[config.mk]
export PLATFORM = sky130hd
export DESIGN_NAME = step_rate_gen
export DESIGN_NICKNAME = d
export VERILOG_FILES = /design/src/rtl/step_rate_pkg.sv /design/src/rtl/step_prescaler.sv /design/src/rtl/step_rate_tree.sv /design/src/rtl/step_rate_select.sv /design/src/rtl/step_rate_gen.sv
export SDC_FILE = /design/constraint.sdc
export NUM_CORES = 1
export LEC_CHECK = 0
export ABC_AREA = 1
export BUFFER_PORTS_ARGS = -buffer_cell sky130_fd_sc_hd__buf_2
export CORE_UTILIZATION = 40
export CTS_CLUSTER_DIAMETER = 40
export CTS_CLUSTER_SIZE = 20
export DETAILED_ROUTE_END_ITERATION = 16
export SYNTH_ARGS = -nofsm -noshare
export SYNTH_HDL_FRONTEND = slang
export SYNTH_HIERARCHICAL = 1
export SYNTH_SLANG_ARGS = --single-unit
[constraint.sdc]
create_clock -name clk -period 4.8 [get_ports clk]
set_input_delay 0.48 -clock clk [delete_from_list [all_inputs] [get_ports clk]]
set_output_delay 0.48 -clock clk [all_outputs]
set_load 0.01 [all_outputs]
[src/rtl/step_rate_pkg.sv]
package step_rate_pkg;
  localparam int TREE_MAXW = 16;

  // True when the k least significant bits of v are all set (k = 0 is always true).
  function automatic logic low_bits_set(input logic [TREE_MAXW-1:0] v, input int k);
    logic r;
    r = 1'b1;
    for (int i = 0; i < TREE_MAXW; i++) begin
      if (i < k && !v[i]) r = 1'b0;
    end
    return r;
  endfunction

  // Map a speed code to the number of halvings below the base rate.
  function automatic int halvings(input int code, input int depth);
    int h;
    h = depth - code;
    if (h < 0) h = 0;
    return h;
  endfunction
endpackage

[src/rtl/step_prescaler.sv]
module step_prescaler #(
  parameter int PRESCALE = 1250000
) (
  input  logic clk,
  input  logic rst,
  output logic base_tick
);
  localparam int PW = (PRESCALE > 1) ? $clog2(PRESCALE) : 1;
  localparam logic [PW-1:0] LAST = PW'(PRESCALE - 1);

  logic [PW-1:0] pcnt;

  assign base_tick = !rst && (pcnt == LAST);

  always_ff @(posedge clk) begin
    if (rst) begin
      pcnt <= '0;
    end else if (pcnt == LAST) begin
      pcnt <= '0;
    end else begin
      pcnt <= pcnt + 1'b1;
    end
  end
endmodule

[src/rtl/step_rate_tree.sv]
module step_rate_tree
  import step_rate_pkg::*;
#(
  parameter int DEPTH = 3
) (
  input  logic             clk,
  input  logic             rst,
  input  logic             base_tick,
  output logic [DEPTH-1:0] tree_cnt,
  output logic [DEPTH:0]   rate_hit
);
  always_ff @(posedge clk) begin
    if (rst) begin
      tree_cnt <= '0;
    end else if (base_tick) begin
      tree_cnt <= tree_cnt + 1'b1;
    end
  end

  // rate_hit[j]: the rate divided by 2^j qualifies on this base tick
  for (genvar j = 0; j <= DEPTH; j++) begin : g_rate
    assign rate_hit[j] = low_bits_set(TREE_MAXW'(tree_cnt), j);
  end
endmodule

[src/rtl/step_rate_select.sv]
module step_rate_select
  import step_rate_pkg::*;
#(
  parameter int DEPTH = 3,
  parameter int SPD_W = 2
) (
  input  logic             clk,
  input  logic             rst,
  input  logic             base_tick,
  input  logic [SPD_W-1:0] speed,
  input  logic [DEPTH:0]   rate_hit,
  output logic             step_en
);
  logic chosen;

  always_comb begin
    chosen = 1'b0;
    for (int j = 0; j <= DEPTH; j++) begin
      if (j == halvings(int'(speed), DEPTH)) chosen = rate_hit[j];
    end
  end

  always_ff @(posedge clk) begin
    if (rst) begin
      step_en <= 1'b0;
    end else begin
      step_en <= base_tick && chosen;
    end
  end
endmodule

[src/rtl/step_rate_gen.sv]
module step_rate_gen #(
  parameter int PRESCALE = 1250000,
  parameter int DEPTH    = 3
) (
  input  logic       clk,
  input  logic       rst,
  input  logic [1:0] speed,
  output logic       step_en
);
  localparam int SPD_W = $clog2(DEPTH + 1);

  logic             base_tick;
  logic [DEPTH-1:0] tree_cnt;
  logic [DEPTH:0]   rate_hit;

  step_prescaler #(.PRESCALE(PRESCALE)) u_pre (
    .clk(clk), .rst(rst), .base_tick(base_tick)
  );

  step_rate_tree #(.DEPTH(DEPTH)) u_tree (
    .clk(clk), .rst(rst), .base_tick(base_tick),
    .tree_cnt(tree_cnt), .rate_hit(rate_hit)
  );

  step_rate_select #(.DEPTH(DEPTH), .SPD_W(SPD_W)) u_sel (
    .clk(clk), .rst(rst), .base_tick(base_tick),
    .speed(SPD_W'(speed)), .rate_hit(rate_hit), .step_en(step_en)
  );
endmodule

==> metrics.md <==
| Metric | Value |
|---|---|
| PostCTS Resize Cnt | `0` |
| Max cap viols | `0` |
| Area of the die | `3670 um^2` |
| Clk sinks | `25` |
| Drt total wl | `2.49 mm` |
| Status | `completed` |
| Post-Synthesis Cells | `202` |
| Clock Latency Late Sink | `0.31 ns` |
| R2R depth | `9` |
| Min Tclk post-route | `1.78 ns` |
| CTS tree | `built` |
| Reg area | `500 um^2` |
| Area of the multi-input gates | `749 um^2` |
| Initial DRC count | `18` |
| First-pass GRT wire length | `4.53 mm` |
| Gr usage total | `16.4%` |
| Initial core utilization | `43.5%` |
| GRT overflow | `0` |
| Place WS | `3.04 ns` |
| Worst setup EP type | `flip-flop` |
| Via Count | `1190` |
| Chip Height | `60.6 um` |
| Clock Skews | `0.00492 ns` |
| Final worst slack | `3.02 ns` |
| Routability Congestion | `0.883` |
| Hold Crit Depth | `4` |
| Leakage | `0.513 nW` |
| Nets | `216` |
| Cell area after layout | `1450 um^2` |
| Avg WL per Cell | `9.90 um` |
| Post-Synthesis Cell Area | `1370 um^2` |
| Setup_tns | `0 ns` |
| Worst Setup Path Type | `reg -> reg` |
| Htree depth | `1` |
| Largest net degree at the start of global routing | `19` |
| Peak Freq | `0.562 GHz` |
| Hold Path Class | `in -> reg` |
| Core area | `3150 um^2` |
| Crit path max fanout | `7` |
| Pwr/cell area | `219 nW/um^2` |
| Postcts setup bufs | `0` |
| RSZ-0062 raised after global routing | `no` |
| CTS Hold Bufs | `0` |
| Critical Path RT | `5.06 ns` |
| Critical Path Max Stage Delay | `0.40 ns` |
| Syn nets | `209` |
| Final Max Slew Viols | `0` |
| Clock Path Buffers | `2` |
| VDD IR max | `174 uV` |
| DP HPWL | `1.90 mm` |
| Worst path top cell family by delay | `simple AND/OR/NAND/NOR gates` |
| Critical path arrival | `2.05 ns` |
| Drt drc | `0` |
| Number of global-route vias before repair | `1130` |
| Power Total | `0.316 mW` |
| Avg Synthesized Cell Area | `6.79 um^2` |
| Cell count along the critical path | `9` |
| Highest-delay cell along the critical path | `dfxtp_1` |
| Rows | `20` |
| Clock root cell | `clkbuf_4` |
| Initial antenna violation count | `0` |
| TritonRoute pass-1 iters | `4` |
| I/O Buffers | `4` |
| Fin crit share | `37.1%` |
| Area Overhead vs Synth | `5.38%` |
| Critical Path Source Type | `flip-flop` |
| Antenna diodes | `0` |
| I/O pin total | `5` |
| Fill count | `332` |
| Vias/cell | `4.72` |
| Die Width | `60.6 um` |
| TritonCTS Buffers | `3` |
| Ys Warns | `6` |
| Post-placement cell area | `1420 um^2` |
| WP buf/inv | `1` |
| Crit-path cells | `ha_1 -> nand3_1 -> nor2_2 -> nand3_2 -> nor2_1 -> inv_1 -> nor2_2 -> nand2_1 -> nor2_2` |
| Post-detailed-route count of antenna-violating nets | `0` |
| Fraction of final layout cells sized beyond drive strength 1 | `14.9%` |
| Final setup violation count | `0` |
| Clock-pin slew on the worst setup and hold paths | `0.13 ns` |
| Top cell by count, worst path | `nor2_2` |
| Hold Fails Final Rpt | `0` |
## where the power goes
| group | switching (mW) | internal (mW) | total (mW) |
|---|---|---|---|
| clock network | 0.0576 | 0.0325 | 0.0900 |
| registers | 0.00204 | 0.210 | 0.212 |
| logic | 0.00924 | 0.00518 | 0.0144 |
| total | 0.0689 | 0.247 | 0.316 |
## worst reg2reg max path, cell delays in order, from the launching register on
cell	delay, ns
dfxtp_1	0.40
ha_1	0.23
nand3_1	0.15
nor2_2	0.15
nand3_2	0.16
nor2_1	0.35
inv_1	0.09
nor2_2	0.08
nand2_1	0.06
nor2_2	0.06
## cell type report
class / instances / area share (%)
Multi-Input combinational cell: 150 / 51.9
Tap cell: 44 / 3.81
Sequential cell: 25 / 34.6
Inverter: 25 / 6.49
Timing Repair Buffer: 4 / 1.39
Clock buffer: 4 / 1.82
## cells in the final DEF, fill, tap and decap left out, drive strengths merged
cell type   n
conb        1
nand2      49
o21ai       2
a21oi      11
nand3      15
xnor2       4
dfxtp      25
or2         2
xor2        2
nand3b      1
o21bai      1
and2        1
nor2       53
ha          3
clkbuf      4
nand4       5
inv        25
buf         4
## per-layer routing
| layer | up-vias | wire length [um] | GRT usage, % | part of all wire (%) |
|---|---|---|---|---|
| met5 | - | 0 | 0 | 0 |
| met4 | 0 | 45 | 10.1 | 1.8 |
| met3 | 4 | 106 | 2.35 | 4.3 |
| met2 | 19 | 1140 | 28.1 | 46 |
| met1 | 525 | 1200 | 19.4 | 48 |
| li1 | 642 | - | - | - |
## registers in the layout, summed over array words and instances (netlist names)
signal and cells:
u_tree/tree_cnt 3, u_sel/step_en 1, u_pre/pcnt 21
## metrics by stage
stage	hold WS (ns)	cells	util, %
2_1_floorplan	0.439	202	-
3_3_place_gp	0.451	248	45.0
3_5_place_dp	0.456	248	45.0
4_1_cts	0.438	252	45.8
5_1_grt	0.458	252	45.8
6_report	0.459	252	45.8
## final timing paths
path              slack (ns)                  endpoint                startpoint
hold reg to reg         0.48  u_pre/pcnt[0]$_SDFF_PP0_  u_pre/pcnt[0]$_SDFF_PP0_
hold / removal          0.46  u_sel/step_en$_SDFF_PP0_                       rst
setup reg to reg        3.02  u_sel/step_en$_SDFF_PP0_  u_pre/pcnt[0]$_SDFF_PP0_
setup / recovery        3.02  u_sel/step_en$_SDFF_PP0_  u_pre/pcnt[0]$_SDFF_PP0_
Note: power is estimated with default switching activity, not from simulation.
